File: src/rtl/cs_pkg.sv
package cs_pkg;

    typedef enum logic [1:0] {
        ST_RESET  = 2'b00,
        ST_MAIN   = 2'b01,
        ST_TOPDIS = 2'b10,
        ST_TERM   = 2'b11
    } cs_state_t;

endpackage

File: src/rtl/cs_sync.sv
module cs_sync #(
    parameter int W = 1
) (
    input  logic         clk,
    input  logic         rst_n,
    input  logic [W-1:0] d_i,
    output logic [W-1:0] q_o
);
    generate
        for (genvar i = 0; i < W; i++) begin : g_bit
            logic [1:0] ff;
            always_ff @(posedge clk or negedge rst_n) begin
                if (!rst_n) ff <= 2'b00;
                else        ff <= {ff[0], d_i[i]};
            end
            assign q_o[i] = ff[1];
        end
    endgenerate
endmodule

File: src/rtl/cs_debounce.sv
module cs_debounce #(
    parameter int DB_TICKS = 20
) (
    input  logic clk,
    input  logic rst_n,
    input  logic tick_i,
    input  logic raw_i,
    output logic db_o
);
    localparam int CW = $clog2(DB_TICKS + 1);
    localparam logic [CW-1:0] LAST = CW'(DB_TICKS - 1);

    logic [CW-1:0] cnt_q;
    logic          db_q;

    always_ff @(posedge clk or negedge rst_n) begin
        if (!rst_n) begin
            db_q  <= 1'b0;
            cnt_q <= '0;
        end else if (raw_i == db_q) begin
            cnt_q <= '0;
        end else if (tick_i) begin
            if (cnt_q == LAST) begin
                db_q  <= raw_i;
                cnt_q <= '0;
            end else begin
                cnt_q <= cnt_q + 1'b1;
            end
        end
    end

    assign db_o = db_q;

    // the debounced level only moves on a tick
    a_r8_change_on_tick: assert property (@(posedge clk) disable iff (!rst_n)
        !tick_i |=> $stable(db_q));
endmodule

File: src/rtl/cs_timer.sv
module cs_timer #(
    parameter int TICKS_PER_SEC = 1000,
    parameter int TW            = 16
) (
    input  logic          clk,
    input  logic          rst_n,
    input  logic          tick_i,
    input  logic          clear_i,
    input  logic          run_i,
    output logic [TW-1:0] elapsed_o
);
    localparam int PW = (TICKS_PER_SEC > 1) ? $clog2(TICKS_PER_SEC) : 1;
    localparam logic [PW-1:0] P_LAST = PW'(TICKS_PER_SEC - 1);
    localparam logic [TW-1:0] E_MAX  = '1;

    logic [PW-1:0] presc_q;
    logic [TW-1:0] sec_q;

    always_ff @(posedge clk or negedge rst_n) begin
        if (!rst_n) begin
            presc_q <= '0;
            sec_q   <= '0;
        end else if (clear_i) begin
            presc_q <= '0;
            sec_q   <= '0;
        end else if (run_i && tick_i) begin
            if (presc_q == P_LAST) begin
                presc_q <= '0;
                if (sec_q != E_MAX) sec_q <= sec_q + 1'b1;
            end else begin
                presc_q <= presc_q + 1'b1;
            end
        end
    end

    assign elapsed_o = sec_q;

    // the count restarts from zero on each reset
    a_r4_elapsed_clear: assert property (@(posedge clk) disable iff (!rst_n)
        clear_i |=> sec_q == '0);
    // the count never moves backwards while running
    a_r4_elapsed_monotonic: assert property (@(posedge clk) disable iff (!rst_n)
        !clear_i |=> sec_q >= $past(sec_q));
endmodule

File: src/rtl/cs_mode_fsm.sv
module cs_mode_fsm
    import cs_pkg::*;
#(
    parameter int TW = 16
) (
    input  logic          clk,
    input  logic          rst_n,
    input  logic          btn_db_i,
    input  logic          stop_i,
    input  logic          single_n_i,
    input  logic [TW-1:0] main_time_i,
    input  logic [TW-1:0] elapsed_i,
    output cs_state_t     state_o,
    output logic          main_en_o,
    output logic          top_en_o,
    output logic          bias_en_o
);
    cs_state_t st_q, st_d;
    logic      btn_prev_q;
    logic      released;

    assign released = btn_prev_q && !btn_db_i;

    always_ff @(posedge clk or negedge rst_n) begin
        if (!rst_n) begin
            st_q       <= ST_RESET;
            btn_prev_q <= 1'b0;
        end else begin
            st_q       <= st_d;
            btn_prev_q <= btn_db_i;
        end
    end

    always_comb begin
        st_d = st_q;
        unique case (st_q)
            ST_RESET: begin
                if (released) st_d = single_n_i ? ST_MAIN : ST_TOPDIS;
            end
            ST_MAIN: begin
                if (btn_db_i)                      st_d = ST_RESET;
                else if (stop_i)                   st_d = ST_TERM;
                else if (elapsed_i == main_time_i) st_d = ST_TOPDIS;
            end
            ST_TOPDIS: begin
                if (btn_db_i)    st_d = ST_RESET;
                else if (stop_i) st_d = ST_TERM;
            end
            ST_TERM: begin
                if (btn_db_i) st_d = ST_RESET;
            end
        endcase
    end

    always_comb begin
        main_en_o = 1'b0;
        top_en_o  = 1'b0;
        bias_en_o = 1'b0;
        unique case (st_q)
            ST_RESET:  bias_en_o = 1'b1;
            ST_MAIN:   main_en_o = 1'b1;
            ST_TOPDIS: top_en_o  = 1'b1;
            ST_TERM:   ;
        endcase
    end

    assign state_o = st_q;

    // no two of the enables are ever high together
    a_r2_exclusive_enables: assert property (@(posedge clk) disable iff (!rst_n)
        $onehot0({main_en_o, top_en_o, bias_en_o}));
    // the start state follows the rate select
    a_r3_start_mode: assert property (@(posedge clk) disable iff (!rst_n)
        (st_q == ST_RESET && $fell(btn_db_i)) |=>
            st_q == ($past(single_n_i) ? ST_MAIN : ST_TOPDIS));
    // topping/discharge never falls back to main
    a_r4_no_return: assert property (@(posedge clk) disable iff (!rst_n)
        st_q == ST_TOPDIS |=> st_q != ST_MAIN);
    // the terminated state is held until a press
    a_r5_term_sticky: assert property (@(posedge clk) disable iff (!rst_n)
        (st_q == ST_TERM && !btn_db_i) |=> st_q == ST_TERM);
    // a debounced press always lands in reset
    a_r6_press_resets: assert property (@(posedge clk) disable iff (!rst_n)
        btn_db_i |=> st_q == ST_RESET);
    // stop requests do not move the reset state
    a_r9_reset_ignores_stop: assert property (@(posedge clk) disable iff (!rst_n)
        (st_q == ST_RESET && stop_i && btn_db_i) |=> st_q == ST_RESET);
endmodule

File: src/rtl/cs_ramp.sv
module cs_ramp
    import cs_pkg::*;
#(
    parameter int SPW       = 12,
    parameter int RAMP_STEP = 1
) (
    input  logic           clk,
    input  logic           rst_n,
    input  logic           tick_i,
    input  cs_state_t      state_i,
    input  logic [SPW-1:0] sp_main_i,
    input  logic [SPW-1:0] sp_top_i,
    output logic [SPW-1:0] setpoint_o
);
    localparam logic [SPW:0]   STEP_W = (SPW + 1)'(RAMP_STEP);
    localparam logic [SPW-1:0] ACC_MAX = '1;

    logic [SPW-1:0] acc_q;
    logic [SPW:0]   sum;
    logic [SPW-1:0] target;
    logic           active;

    assign active = (state_i == ST_MAIN) || (state_i == ST_TOPDIS);
    assign sum    = {1'b0, acc_q} + STEP_W;

    always_ff @(posedge clk or negedge rst_n) begin
        if (!rst_n) begin
            acc_q <= '0;
        end else if (!active) begin
            acc_q <= '0;
        end else if (tick_i) begin
            acc_q <= sum[SPW] ? ACC_MAX : sum[SPW-1:0];
        end
    end

    always_comb begin
        unique case (state_i)
            ST_MAIN:   target = sp_main_i;
            ST_TOPDIS: target = sp_top_i;
            ST_RESET:  target = '0;
            ST_TERM:   target = '0;
        endcase
    end

    assign setpoint_o = (acc_q < target) ? acc_q : target;

    // the accumulator is empty after any cycle spent in reset
    a_r6_ramp_cleared: assert property (@(posedge clk) disable iff (!rst_n)
        state_i == ST_RESET |=> acc_q == '0);
    // with a steady state and target the setpoint only rises
    a_r7_monotonic: assert property (@(posedge clk) disable iff (!rst_n)
        (active && $stable(state_i) && $stable(target)) |->
            setpoint_o >= $past(setpoint_o));
endmodule

File: src/rtl/charge_seq.sv
module charge_seq
    import cs_pkg::*;
#(
    parameter int TICKS_PER_SEC = 1000,
    parameter int DB_TICKS      = 20,
    parameter int TW            = 16,
    parameter int SPW           = 12,
    parameter int RAMP_STEP     = 1
) (
    input  logic           clk,
    input  logic           rst_n,
    input  logic           tick_i,
    input  logic           btn_i,
    input  logic           single_n_i,
    input  logic [TW-1:0]  main_time_i,
    input  logic [SPW-1:0] sp_main_i,
    input  logic [SPW-1:0] sp_top_i,
    input  logic           stop_tmr_i,
    input  logic           stop_mon_i,
    output logic           main_en_o,
    output logic           top_en_o,
    output logic           bias_en_o,
    output logic           main_ind_o,
    output logic           top_ind_o,
    output logic [SPW-1:0] setpoint_o,
    output logic [1:0]     state_o
);
    localparam int NSYNC = 3;

    logic [NSYNC-1:0] async_in, synced;
    logic             btn_db, stop_req;
    logic [TW-1:0]    elapsed;
    cs_state_t        st;

    assign async_in = {stop_mon_i, stop_tmr_i, btn_i};
    assign stop_req = synced[1] | synced[2];

    cs_sync #(.W(NSYNC)) u_sync (
        .clk(clk), .rst_n(rst_n), .d_i(async_in), .q_o(synced)
    );

    cs_debounce #(.DB_TICKS(DB_TICKS)) u_db (
        .clk(clk), .rst_n(rst_n), .tick_i(tick_i), .raw_i(synced[0]), .db_o(btn_db)
    );

    cs_timer #(.TICKS_PER_SEC(TICKS_PER_SEC), .TW(TW)) u_timer (
        .clk(clk), .rst_n(rst_n), .tick_i(tick_i),
        .clear_i(st == ST_RESET),
        .run_i(st == ST_MAIN || st == ST_TOPDIS),
        .elapsed_o(elapsed)
    );

    cs_mode_fsm #(.TW(TW)) u_fsm (
        .clk(clk), .rst_n(rst_n), .btn_db_i(btn_db), .stop_i(stop_req),
        .single_n_i(single_n_i), .main_time_i(main_time_i), .elapsed_i(elapsed),
        .state_o(st), .main_en_o(main_en_o), .top_en_o(top_en_o), .bias_en_o(bias_en_o)
    );

    cs_ramp #(.SPW(SPW), .RAMP_STEP(RAMP_STEP)) u_ramp (
        .clk(clk), .rst_n(rst_n), .tick_i(tick_i), .state_i(st),
        .sp_main_i(sp_main_i), .sp_top_i(sp_top_i), .setpoint_o(setpoint_o)
    );

    assign main_ind_o = main_en_o;
    assign top_ind_o  = top_en_o;
    assign state_o    = st;

    // terminated state carries no current enable and a zero setpoint
    a_r5_term_quiet: assert property (@(posedge clk) disable iff (!rst_n)
        (st == ST_TERM) |-> (!main_en_o && !top_en_o && !bias_en_o && setpoint_o == '0));
endmodule

File: config.mk
export PLATFORM = sky130hd
export DESIGN_NAME = charge_seq
export DESIGN_NICKNAME = d
export VERILOG_FILES = /design/src/rtl/cs_pkg.sv /design/src/rtl/cs_sync.sv /design/src/rtl/cs_debounce.sv /design/src/rtl/cs_timer.sv /design/src/rtl/cs_mode_fsm.sv /design/src/rtl/cs_ramp.sv /design/src/rtl/charge_seq.sv
export SDC_FILE = /design/constraint.sdc
export NUM_CORES = 1
export LEC_CHECK = 0
export BUFFER_PORTS_ARGS = -buffer_cell sky130_fd_sc_hd__buf_4
export CORE_UTILIZATION = 52
export CTS_BUF_LIST = sky130_fd_sc_hd__clkbuf_8
export CTS_CLUSTER_SIZE = 24
export DETAILED_ROUTE_END_ITERATION = 10
export GPL_TIMING_DRIVEN = 0
export PLACE_DENSITY = 0.82
export RECOVER_POWER = 25
export SLEW_MARGIN = 10
export SYNTH_ARGS = -nofsm -noshare
export SYNTH_HDL_FRONTEND = slang
export SYNTH_SLANG_ARGS = --single-unit
File: constraint.sdc
create_clock -name clk -period 3.4 [get_ports clk]
set_input_delay 0.51 -clock clk [delete_from_list [all_inputs] [get_ports clk]]
set_output_delay 0.51 -clock clk [all_outputs]
set_load 0.03 [all_outputs]
* Word-level counts from Yosys, hierarchy flattened
Index checks and enable logic that the tools add are counted.
Word-level totals: flip-flop bits (word level) 53, word-level logic and storage cells 70
Operators by class: add/subtract/negate cells 4, order comparisons 1, eq/ne operators 13, multiplexer cells 27, bitwise logic cells 2, reduce and logical (&&, ||, !) cells 13
Operators with widths (number):
- two-way mux 16 bit | 4
- two-way mux 12 bit | 4
- one-hot mux 12 bit (3 select lines) | 1
- two-way mux 10 bit | 3
- adder 16 x 1 -> 16 bit (second input constant) | 1
- == test 16 bit | 1
- two-way mux 2 bit | 8
- != test 16 bit (second input constant) | 1
- two-way mux 5 bit | 3
- adder 12 x 1 -> 13 bit (second input constant) | 1
- less-than comparator 12 bit | 1
- adder 10 x 1 -> 10 bit (second input constant) | 1
- == test 10 bit (second input constant) | 1
- one-hot mux 2 bit (4 select lines) | 1
- nonzero test 2 bit | 4
- AND reduction 3 bit | 2
- adder 5 x 1 -> 5 bit (second input constant) | 1
- == test 5 bit (second input constant) | 1
- == test 2 bit (second input constant) | 2
- != test 2 bit (second input constant) | 2
- != test 4 x 2 -> 1 bit (second input constant) | 1
- AND reduction 4 bit | 1
- two-way mux 1 bit | 3
- != test 3 x 2 -> 1 bit (second input constant) | 1
- 10 further kinds | 11

* Longest topological paths before layout
Gate-level depths: netlist of the first run.
depth in word-level cells 5, mapped depth 13, depth with buffers taken out 11

* Modules after synthesis
From an unflattened synthesis of the first run, not the netlist that was laid out.
Second synthesis, totals: cells, all modules 383, area total of the unflattened synthesis 3508.4 um2
Modules (own cells, without submodules):
- cs_timer | times used 1, cells an instance 155, area each 1453.9 um2, sequential area each 650.6 um2
- cs_ramp | times used 1, cells an instance 149, area each 1209.9 um2, sequential area each 300.3 um2
- cs_debounce | times used 1, cells an instance 29, area each 317.8 um2, sequential area each 150.1 um2
- cs_mode_fsm | times used 1, cells an instance 35, area each 312.8 um2, sequential area each 75.1 um2
- cs_sync | times used 1, cells an instance 9, area each 172.7 um2, sequential area each 150.1 um2
- charge_seq | times used 1, cells an instance 6, area each 41.3 um2, sequential area each 0.0 um2

* Worst setup path after synthesis of the first run
No wires, ideal clock.
kind register -> output, start register u_fsm.st_q[1] (netlist: u_fsm.state_o[1]), end output port setpoint_o[10], arrival 3.557 ns, required time 2.890 ns, setup slack -0.667 ns, cell stages (with the launch flop) 13, path buffers 3, path through dfrtp_1 > inv_1 > ha_1 > clkbuf_1 > clkbuf_1 > a22oi_1 > ha_1 > a21o_1 > nand3_1 > a21oi_1 > a211o_1 > buf_1 > mux2i_1
On the way: longest elaborated chain between the ends 5, elaborated cells on any way between the ends 8, classes of those cells order compare: 1; eq/ne: 3; mux: 2; reduce/logical: 2
RTL lines:
- start, declared | RTL line cs_mode_fsm.sv:18 | cs_state_t st_q, st_d;
- start signal, assigned | RTL line cs_mode_fsm.sv:29 | st_q <= st_d;
- == test 2 bit / zero test 2 bit (equally long branches) | RTL line cs_ramp.sv:37 | unique case (state_i)
- OR reduction 2 bit (no source line)
- one-hot mux 12 bit (3 select lines) * | RTL line cs_ramp.sv:37
- less-than comparator 12 bit | RTL line cs_ramp.sv:45 | assign setpoint_o = (acc_q < target) ? acc_q : target;
- two-way mux 12 bit * | RTL line cs_ramp.sv:45
- end, declared | RTL line charge_seq.sv:25 | output logic [SPW-1:0] setpoint_o,
Mark *: on every way between the ends. The rest lies on a longest branch, timed or not.

* Final worst setup path of the first run
start register u_fsm.st_q[0] (netlist: u_fsm.state_o[0]), end output port setpoint_o[0]
Same word-level chain as after synthesis.

==> metrics.txt, run 1 <==
Max-Cap Viols 0; yosys warns 0; Stages on worst setup path 13; total grt overflow 0; CTS Hold Buffers Added 0; GR Util All Layers 26.2%; TritonCTS clock tree yes; CP max-delay cell dfrtp_2; Worst Setup SP u_fsm.state_o[0]$_DFFE_PN0P_; Worst Path Buf+Inv 4; Setup CP Type flop to output pin; Layout Nets 548; Detailed Route WL 9.13 mm; fmax 0.281 GHz; HPWL after detailed placement 6.49 mm; minimum clock period after layout 3.56 ns; Clock Skew about 0.015 ns; layout cells sized above 1 27.1%; clk root buf clkbuf_8; Area Overhead vs Synth 31.0%; number of I/O pins 66; Synthesized Nets 465; DRT Pass-1 Iters 8; first-pass GRT wire length 15.0 mm; Hold Violations, Final 0; commonest non-fill, non-tap cell in the layout buf_4; Iter 0 DRT Violations 243; depth of the CTS H-tree 2; number of flops mapped to enable cells by yosys 0; Hold Startpoint stop_mon_i; failing checks DRC, setup timing; Worst Tran Pin Value 1.32 ns; Leakage 1.97 nW; worst reg-to-reg path cell count 9; Core Footprint 6460 um2; Vias about 3.3k; clk sinks 53; Num CTS Buffers 5; Post-Syn Instances 399; setup ws final -0.163 ns; die area 7110 um2; critical path launch point type flop; Worst Path Arrival 3.05 ns; period utilisation layout 105%; leading cell types in the layout, fill and taps excluded 64 x buf_4, 51 x dfrtp_1, 37 x nor2_1; hold slack approximately 0.33 ns; outcome complete, but fails checks; Yosys cell types 48; drt wl/cell between 15 and 20 um; largest net degree at the start of global routing 54; P per Cell Area 233 nW/um2; number of global-route vias before repair 3249; Starting Density between 50% and 60%; RSZ-0062 raised after global routing true; synthesized area 3520 um2; Inserted Diodes 0; Worst path max stage delay 0.46 ns; Crit path max-delay family compound AO/OA/AOI/OAI gates; main flop type after synthesis dfrtp_1; Chip Height 84.3 um; Worst-path clk slew 0.09 ns; Avg Cell Area, Syn roughly 9 um2; post-synthesis sequential area ratio 37.6%; Post-synth ARST share 100%; number of buffers added on ports 64; worst vdd ir between 0.2 and 0.25 mV; Min-Delay Path Depth 1; CTS Buffer Depth 2; Final Max Tran Viols 0; # DRC 9; initial antenna violation count 0; Clk Latency, worst-skew pair approximately 0.30 ns; CP endpoint kind output pin; CP Max Fanout 5; cells along the critical path inv_4, ha_4, nor2b_4, buf_8, a22oi_2, ha_1, a21o_1, a21oi_2, o21ai_2, a211o_4, buf_4, mux2_2, buf_6; gpl congestion 0.897; Critical Path RT 2.89 ns; Finish-stage setup viols 12; register bit total from synthesis 53; post-route ant nets 0; Max transition margin 12.0%; die width 84.3 um; Core Util, Final a little under three quarters; Rows 29; worst reg2reg path startpoint u_fsm.state_o[0]$_DFFE_PN0P_; Worst Hold Class input port to flop; vias per cell 5.96
## path summary, 6_finish.rpt
| check | slack, ns | end |
|---|---|---|
| worst max register to register | 0.56 | u_timer.elapsed_o[13]$_DFFE_PN0P_ |
| max in group asynchronous | 2.03 | u_fsm.state_o[1]$_DFFE_PN0P_ |
| worst max-delay path | -0.16 | setpoint_o[0] |
| worst min-delay path | 0.33 | u_sync.g_bit[2].ff[0]$_DFF_PN0_ |
| min in group asynchronous | 0.48 | u_timer.elapsed_o[15]$_DFFE_PN0P_ |
| worst min register to register | 0.36 | u_sync.g_bit[2].ff[1]$_DFF_PN0_ |
## area by class of cell
cell class                      count  area (um2)
Multi-Input combinational cell    308        2280
Timing Repair Buffer               77         634
Fill cell                         461        1840
Clock buffer                        6        82.6
Inverter                           23        88.8
Sequential cell                    53        1330
Clock inverter                      2        7.51
Tap cell                           77        96.3
Buffer                             14        96.3
## layer usage
metal  global-route usage, %  vias to the layer above  part of all wire, %
met5                       0                        -                    0
li1                        -                     1636                    -
met1                    33.4                     1594                   44
met3                    4.03                       11                  4.2
met2                    46.3                       94                   50
met4                    7.40                        0                  1.1
## stage by stage
step	TNS, ns	power (W)	cell area [um2]	std cells	worst slack [ns]
final	-1.49	0.00108	4620	560	-0.163
after global routing	-2.27	0.00111	4620	560	-0.222
after CTS	-1.44	0.00108	4530	557	-0.146
after detailed placement	-2.80	0.000729	4270	540	-0.274
after global placement	-1.42	0.000725	4270	540	-0.147
after floorplan	0	0.000669	3700	399	0.0229
## synth_stat cells, drive strengths merged, types with 2 or more instances
cell type | number | area [um2]
a2111oi | 3 | 26.3
or4 | 3 | 22.5
a31oi | 7 | 43.8
mux2 | 6 | 67.6
nor2 | 37 | 139
o21ai | 29 | 145
xnor2 | 8 | 70.1
nand3 | 19 | 95.1
a222oi | 2 | 20.0
clkbuf | 10 | 37.5
ha | 19 | 238
or3 | 3 | 18.8
and2 | 4 | 25.0
and3 | 9 | 56.3
a21o | 3 | 22.5
nand2b | 2 | 12.5
inv | 23 | 86.3
nand4b | 2 | 17.5
buf | 5 | 31.3
a311oi | 5 | 43.8
mux2i | 14 | 140
nand2 | 26 | 100
o31ai | 4 | 30.0
a211oi | 4 | 35.0
a22oi | 10 | 75.1
xor2 | 16 | 140
nor4 | 9 | 56.3
o21bai | 2 | 15.0
a21oi | 16 | 80.1
nor3 | 15 | 75.1
nand4 | 12 | 75.1
nor2b | 8 | 50.1
dfrtp | 53 | 1330
## sequential cells by signal, summed over array words and instances, names as in the netlist
register,flops
u_db.db_o,1
u_timer.elapsed_o,16
u_timer.presc_q,10
u_db.cnt_q,5
u_fsm.btn_prev_q,1
u_ramp.acc_q,12
u_sync.g_bit.ff,6
u_fsm.state_o,2
## kinds of logic after synthesis
logic type,count (synthesis),synth area share (%)
buffers and inverters,38,4.40
multiplexers,20,5.89
AO/OA/AOI/OAI,94,17.5
AND/OR/NAND/NOR,151,21.9
flip-flops,53,37.6
XOR/XNOR,24,5.96
adder cells (fa/ha/maj),19,6.74
## timing repair
item | in CTS | in global routing
gates resized for setup | 26 | 11
cloned | 1 | 1
buffers inserted | 9 | 2
pin swaps | 3 | 4
endpoints found under the setup margin | 12 | 12
## where the power goes
part	switching (W)	internal (W)
clock	0.000198	0.000161
sequential	0.00000405	0.000635
combinational	0.0000363	0.0000418
Note: power is estimated with default switching activity, not from simulation.
==> inputs of run 2 (changes only) <==
--- a/config.mk
+++ b/config.mk
@@ -5,13 +5,14 @@
 export SDC_FILE = /design/constraint.sdc
 export NUM_CORES = 1
 export LEC_CHECK = 0
-export BUFFER_PORTS_ARGS = -buffer_cell sky130_fd_sc_hd__buf_4
-export CORE_UTILIZATION = 52
+export BUFFER_PORTS_ARGS = -buffer_cell sky130_fd_sc_hd__buf_2
+export CORE_UTILIZATION = 30
 export CTS_BUF_LIST = sky130_fd_sc_hd__clkbuf_8
 export CTS_CLUSTER_SIZE = 24
 export DETAILED_ROUTE_END_ITERATION = 10
 export GPL_TIMING_DRIVEN = 0
-export PLACE_DENSITY = 0.82
+export HOLD_SLACK_MARGIN = 0.12
+export PLACE_DENSITY = 0.54
 export RECOVER_POWER = 25
 export SLEW_MARGIN = 10
 export SYNTH_ARGS = -nofsm -noshare
==> run 2 against run 1 <==
The flow finishes with violations (setup timing). Critical path depth increased by 1. Combinational power decreased by 20%. Power increased by 13%. Critical path type unchanged. Critical endpoint is now setpoint_o[5].
==> metrics.txt, run 2 (synthesized netlist as in run 1, its figures left out) <==
Sw Pwr 0.000259 W (was 0.000238 W); first-pass GRT wire length 15.1 mm (was 15.0 mm); worst reg-to-reg path cell count 8 (was 9); Flop pwr share 52.5% (was 59.4%); Leakage 1.98 nW (was 1.97 nW); Layout Nets 554 (was 548); number of global-route vias before repair 3229 (was 3249); Min-Delay Path Depth 1 (unchanged); gpl congestion 0.771 (was 0.897); depth of the CTS H-tree 2 (unchanged); CTS Hold Buffers Added 0 (unchanged); initial antenna violation count 0 (unchanged); Critical Path RT 2.89 ns (about the same); CP endpoint kind output pin (unchanged); Area Overhead vs Synth 32.3% (was 31.0%); Finish-stage setup viols 12 (unchanged); Final Max Tran Viols 0 (unchanged); max reg flops 16 (unchanged); layout cells sized above 1 27.6% (was 27.1%); r2r endpoint u_timer.elapsed_o[5]$_DFFE_PN0P_ (was u_timer.elapsed_o[13]$_DFFE_PN0P_); # DRC 0 (was 9); drt wl/cell 14.4 um (was 16.3 um); fmax 0.283 GHz (was 0.281 GHz); Inserted Diodes 0 (unchanged); Num CTS Buffers 5 (unchanged); post-route ant nets 0 (unchanged); DRT Pass-1 Iters 4 (was 8); die area 12200 um2 (was 7110 um2); Sw Ratio 21.3% (was 22.1%); Detailed Route WL 9.11 mm (was 9.13 mm); number of I/O pins 66 (unchanged); TritonCTS clock tree yes (unchanged); worst vdd ir 0.178 mV (was 0.211 mV); P per Cell Area 261 nW/um2 (was 233 nW/um2); Clk Latency, worst-skew pair 0.31 ns (was 0.30 ns); period utilisation layout 104% (was 105%); largest net degree at the start of global routing 54 (unchanged); Worst Tran Pin Value 1.34 ns (was 1.32 ns); failing checks setup timing (was DRC, setup timing); minimum clock period after layout 3.54 ns (was 3.56 ns); Chip Height 110 um (was 84.3 um); Starting Density 30.9% (was 54.6%); HPWL after detailed placement 6.77 mm (was 6.49 mm); Hold Startpoint stop_mon_i (unchanged); Worst Path Arrival 3.03 ns (was 3.05 ns); die width 110 um (was 84.3 um); CP Max Fanout 5 (unchanged); Max transition margin 10.4% (was 12.0%); Max-Cap Viols 0 (unchanged); clock network fraction of total power 42.4% (was 33.3%); total grt overflow 0 (unchanged); Vias 3324 (was 3335); clk sinks 53 (unchanged); critical path launch point type flop (unchanged); Final Cell Area 4660 um2 (was 4620 um2); Rows 39 (was 29); Internal Power 0.000960 W (was 0.000838 W); reg2reg setup slack 0.69 ns (was 0.56 ns); combinational fraction of design power 5.1% (was 7.3%); outcome complete, but fails checks (unchanged); number of buffers added on ports 64 (unchanged); worst reg2reg path startpoint u_fsm.state_o[1]$_DFFE_PN0P_ (was u_fsm.state_o[0]$_DFFE_PN0P_); commonest non-fill, non-tap cell in the layout buf_2 (was buf_4); setup ws final -0.139 ns (was -0.163 ns); RSZ-0062 raised after global routing true (unchanged); clk root buf clkbuf_8 (unchanged); Iter 0 DRT Violations 116 (was 243); DP Area 4200 um2 (was 4270 um2); Core Util, Final 40.8% (was 71.5%); Worst-path clk slew 0.10 ns (was 0.09 ns); GR Util All Layers 15.7% (was 26.2%); CTS Buffer Depth 2 (unchanged); Core Footprint 11400 um2 (was 6460 um2); Clock Skew 0.00820 ns (was 0.0149 ns); leading cell types in the layout, fill and taps excluded 52 x buf_2, 51 x dfrtp_1, 36 x nor2_1 (was 64 x buf_4, 51 x dfrtp_1, 37 x nor2_1); Hold Crit Endpoint u_sync.g_bit[2].ff[0]$_DFF_PN0_ (unchanged); vias per cell 5.26 (was 5.96); Hold Violations, Final 0 (unchanged); Setup CP Type flop to output pin (unchanged); Worst Hold Class input port to flop (unchanged)
-- run 2: cell types whose count changed in the layout (fill, tap and decap cells not counted), sizes merged --
| cell | previous run | this run |
|---|---|---|
| bufinv | 0 | 2 |
| clkbuf | 19 | 14 |
| buf | 78 | 88 |
| inv | 25 | 24 |
-- run 2: metrics by stage --
| step | setup TNS [ns] | instances | hold WS [ns] | total power, W | setup slack (ns) |
|---|---|---|---|---|---|
| detailed placement | -3.49 | 606 | 0.387 | 0.000715 | -0.338 |
| finish | -1.43 | 632 | 0.302 | 0.00122 | -0.139 |
| global placement | -2.85 | 606 | 0.381 | 0.000714 | -0.285 |
| floorplan | 0 | 399 | 0.214 | 0.000669 | 0.0229 |
| global route | -2.71 | 632 | 0.288 | 0.00127 | -0.243 |
| CTS | -2.46 | 630 | 0.289 | 0.00124 | -0.217 |
-- run 2: timing repair --
action                                  4_1_cts  5_1_grt
setup buffers                                15        3
cloned                                        2        0
resized for setup                            42       11
endpoints found under the setup margin       12       12
pin swaps                                     7        5
-- run 2: metal layers --
layer / track usage, % / vias to the layer above / routed length [um]
met5: 0 / - / 0
met4: 3.20 / 0 / 71
met2: 27.9 / 72 / 4380
met1: 20.3 / 1590 / 4350
met3: 2.18 / 5 / 316
li1: - / 1657 / -
-- run 2: power by group through the flow --
stage / combinational, W / clock [W] / sequential, W
final: 0.0000623 / 0.000517 / 0.000640
after detailed placement: 0.0000628 / 0 / 0.000652
after global placement: 0.0000618 / 0 / 0.000652
after CTS: 0.0000639 / 0.000539 / 0.000640
after global routing: 0.0000708 / 0.000561 / 0.000641
after floorplan: 0.0000182 / 0 / 0.000651
-- run 2: final cells by class --
type / instances / area (um2)
repair buffers: 83 / 562
clock inverters: 3 / 68.8
clock buffers: 5 / 68.8
fillers: 1163 / 6760
plain buffers: 14 / 104
flip-flops and latches: 53 / 1330
multi-input cells: 308 / 2260
inverters: 23 / 86.3
well taps: 143 / 179
-- run 2: worst max-delay path by stage --
stage                                  from             end  slack [ns]  cells after the start
4_1_cts        u_fsm.state_o[0]$_DFFE_PN0P_   setpoint_o[6]       -0.22                     14
5_1_grt        u_fsm.state_o[0]$_DFFE_PN0P_   setpoint_o[5]       -0.24                     14
3_5_place_dp   u_fsm.state_o[1]$_DFFE_PN0P_   setpoint_o[3]       -0.34                     13
2_1_floorplan  u_fsm.state_o[1]$_DFFE_PN0P_  setpoint_o[10]        0.02                     13
3_3_place_gp   u_fsm.state_o[0]$_DFFE_PN0P_   setpoint_o[3]       -0.28                     12
6_report       u_fsm.state_o[0]$_DFFE_PN0P_   setpoint_o[5]       -0.14                     14
-- run 2: critical path, cell delays in order, from the launching register on --
cell,delay (ns)
dfrtp_2,0.44
buf_6,0.12
ha_4,0.17
nor2b_4,0.15
buf_8,0.13
a22oi_2,0.07
ha_1,0.30
a21o_1,0.18
a21oi_1,0.10
o21ai_1,0.10
a211o_1,0.30
buf_4,0.15
buf_12,0.14
mux2i_4,0.18
buf_6,0.15
==> inputs of run 3 (changes only) <==
--- a/config.mk
+++ b/config.mk
@@ -5,7 +5,7 @@
 export SDC_FILE = /design/constraint.sdc
 export NUM_CORES = 1
 export LEC_CHECK = 0
-export BUFFER_PORTS_ARGS = -buffer_cell sky130_fd_sc_hd__buf_2
+export BUFFER_PORTS_ARGS = -buffer_cell sky130_fd_sc_hd__buf_4
 export CORE_UTILIZATION = 30
 export CTS_BUF_LIST = sky130_fd_sc_hd__clkbuf_8
 export CTS_CLUSTER_SIZE = 24
==> run 3 against run 2 <==
The run still ends with setup timing left. Sequential cell count unchanged. Clock power decreased by 15%. Setup slack improved by 0.0029 ns. Fmax about the same. Non-clock buffer count decreased by 2. Worst hold slack improved by 0.016 ns. Design area increased by 1.6%. Final cell count decreased by 0.32%. Sequential share of layout area decreased by 0.46 points. Clock skew increased by 0.011 ns. Core utilization increased by 0.67 points. Largest cell class unchanged.
==> metrics.txt, run 3 (synthesized netlist as in run 1, its figures left out) <==
outcome complete, but fails checks (unchanged); failing checks setup timing (unchanged); largest net degree at the start of global routing 54 (unchanged); Max transition margin 11.7% (was 10.4%); Clock Skew 0.0188 ns (was 0.00820 ns); Area Overhead vs Synth 34.4% (was 32.3%); post-route ant nets 0 (unchanged); Worst-path clk slew 0.11 ns (was 0.10 ns); clk sinks 53 (unchanged); number of global-route vias before repair 3245 (was 3229); Chip Height 110 um (unchanged); depth of the CTS H-tree 2 (unchanged); Final Max Tran Viols 0 (unchanged); CTS Buffer Depth 2 (unchanged); combinational fraction of design power 6.6% (was 5.1%); fmax 0.283 GHz (about the same); dpl cells 606 (unchanged); CP Max Fanout 5 (unchanged); crit-path most repeated cell buf_6 (unchanged); non-filler cells, final 630 (was 632); Finish-stage setup viols 12 (unchanged); Critical Path RT 2.89 ns (about the same); r2r endpoint u_timer.elapsed_o[7]$_DFFE_PN0P_ (was u_timer.elapsed_o[5]$_DFFE_PN0P_); drt wl/cell 14.8 um (was 14.4 um); Clk Latency, worst-skew pair 0.31 ns (about the same); setup ws final -0.136 ns (was -0.139 ns); Detailed Route WL 9.32 mm (was 9.11 mm); gpl congestion 0.820 (was 0.771); number of I/O pins 66 (unchanged); Sw Pwr 0.000257 W (was 0.000259 W); Hold Crit Endpoint u_sync.g_bit[1].ff[0]$_DFF_PN0_ (was u_sync.g_bit[2].ff[0]$_DFF_PN0_); Worst Path Buf+Inv 5 (unchanged); cells along the critical path buf_6, ha_4, nor2b_4, buf_8, a22oi_2, ha_1, a21o_1, a21oi_2, o21ai_2, a211o_1, buf_6, buf_12, mux2i_4, buf_6 (was buf_6, ha_4, nor2b_4, buf_8, a22oi_2, ha_1, a21o_1, a21oi_1, o21ai_1, a211o_1, buf_4, buf_12, mux2i_4, buf_6); DRT Pass-1 Iters 4 (unchanged); FILL cells 1152 (was 1163); Max-Cap Viols 0 (unchanged); critical path launch point type flop (unchanged); P per Cell Area 244 nW/um2 (was 261 nW/um2); Worst path max stage delay 0.44 ns (about the same); Min-Delay Path Depth 1 (unchanged); Sw Ratio 22.2% (was 21.3%); die width 110 um (unchanged); period utilisation layout 104% (about the same); worst reg2reg path startpoint u_fsm.state_o[1]$_DFFE_PN0P_ (unchanged); # DRC 0 (unchanged); clk root buf clkbuf_8 (unchanged); Layout Nets 552 (was 554); minimum clock period after layout 3.54 ns (about the same); number of buffers added on ports 64 (unchanged); layout cells sized above 1 27.1% (was 27.6%); Worst Path Arrival 3.03 ns (about the same); reg2reg setup slack 0.68 ns (was 0.69 ns); Setup CP Type flop to output pin (unchanged); die area 12200 um2 (unchanged); GR Util All Layers 16.0% (was 15.7%); RSZ-0062 raised after global routing true (unchanged); TritonCTS clock tree yes (unchanged); clock network fraction of total power 38.0% (was 42.4%); Hold Violations, Final 0 (unchanged); Rows 39 (unchanged); commonest non-fill, non-tap cell in the layout buf_4 (was buf_2); Core Util, Final 41.5% (was 40.8%); total grt overflow 0 (unchanged); max reg flops 16 (unchanged); Worst Tran Pin Value 1.32 ns (was 1.34 ns); initial antenna violation count 0 (unchanged); Vias 3295 (was 3324); Internal Power 0.000898 W (was 0.000960 W); HPWL after detailed placement 6.92 mm (was 6.77 mm); worst reg-to-reg path cell count 8 (unchanged); Crit path max-delay family compound AO/OA/AOI/OAI gates (unchanged); Inserted Diodes 0 (unchanged); leading cell types in the layout, fill and taps excluded 63 x buf_4, 51 x dfrtp_1, 36 x nor2_1 (was 52 x buf_2, 51 x dfrtp_1, 36 x nor2_1); Iter 0 DRT Violations 144 (was 116); first-pass GRT wire length 15.2 mm (was 15.1 mm); Flop pwr share 55.4% (was 52.5%); Worst Hold Class input port to flop (unchanged); CP endpoint kind output pin (unchanged); Starting Density 30.9% (unchanged); CP max-delay cell dfrtp_2 (unchanged); vias per cell 5.23 (was 5.26); Num CTS Buffers 5 (unchanged); worst vdd ir 0.135 mV (was 0.178 mV); pre-CTS WS -0.320 ns (was -0.338 ns); Core Footprint 11400 um2 (unchanged); Leakage 2.00 nW (was 1.98 nW); Hold Startpoint stop_tmr_i (was stop_mon_i)
run 3: cell count changes in the layout (fill, tap and decap cells not counted), moves of 2 or more:
| cell | delta |
|---|---|
| clkbuf_4 | +3 |
| a22oi_2 | -2 |
| a22oi_1 | +2 |
| buf_4 | +46 |
| buf_6 | +2 |
| buf_2 | -51 |
run 3: power by group through the flow:
stage / Clock, W / Combinational (W) / Sequential, W
global placement: 0 / 0.0000760 / 0.000652
detailed placement: 0 / 0.0000773 / 0.000652
finish: 0.000439 / 0.0000758 / 0.000640
CTS: 0.000461 / 0.0000777 / 0.000640
floorplan: 0 / 0.0000182 / 0.000651
global route: 0.000483 / 0.0000844 / 0.000641
run 3: repair_timing:
action,CTS,global route
hold buffers,0,0
gates cloned,2,0
gates resized for setup,28,12
setup buffers,12,4
pin swaps,6,5
setup endpoints to repair,12,12
run 3: metrics by stage:
stage / power [W] / hold WS [ns] / area, um2 / TNS (ns)
3_3_place_gp: 0.000728 / 0.380 / 4360 / -2.71
2_1_floorplan: 0.000669 / 0.214 / 3700 / 0
6_report: 0.00115 / 0.318 / 4740 / -0.969
4_1_cts: 0.00118 / 0.245 / 4690 / -2.71
5_1_grt: 0.00121 / 0.301 / 4740 / -2.44
3_5_place_dp: 0.000730 / 0.377 / 4360 / -3.28
run 3: how the worst max path moves through the flow:
| stage | startpoint | endpoint | slack (ns) | cells past startpoint |
|---|---|---|---|---|
| floorplan | u_fsm.state_o[1]$_DFFE_PN0P_ | setpoint_o[10] | 0.02 | 13 |
| global route | u_fsm.state_o[0]$_DFFE_PN0P_ | setpoint_o[4] | -0.26 | 13 |
| detailed placement | u_fsm.state_o[0]$_DFFE_PN0P_ | setpoint_o[4] | -0.32 | 12 |
| global placement | u_fsm.state_o[0]$_DFFE_PN0P_ | setpoint_o[4] | -0.27 | 12 |
| finish | u_fsm.state_o[0]$_DFFE_PN0P_ | setpoint_o[4] | -0.14 | 14 |
| CTS | u_fsm.state_o[0]$_DFFE_PN0P_ | setpoint_o[8] | -0.25 | 14 |
run 3: cell type report:
cell class / count / area (um2) / share of cell area [%]
buffer: 14 / 100 / 2.11
clock buffer: 5 / 68.8 / 1.45
clock inverter: 3 / 43.8 / 0.924
inverter: 23 / 88.8 / 1.87
multi-input combinational: 308 / 2260 / 47.8
sequential: 53 / 1330 / 28.0
tap: 143 / 179 / 3.78
timing repair buffer: 81 / 666 / 14.0
run 3: metal layers:
metal	up-vias	wire length [um]	GRT usage, %
met3	10	395	2.12
met5	-	0	0
met2	70	4590	27.9
met1	1567	4220	20.5
met4	0	113	4.70
li1	1648	-	-
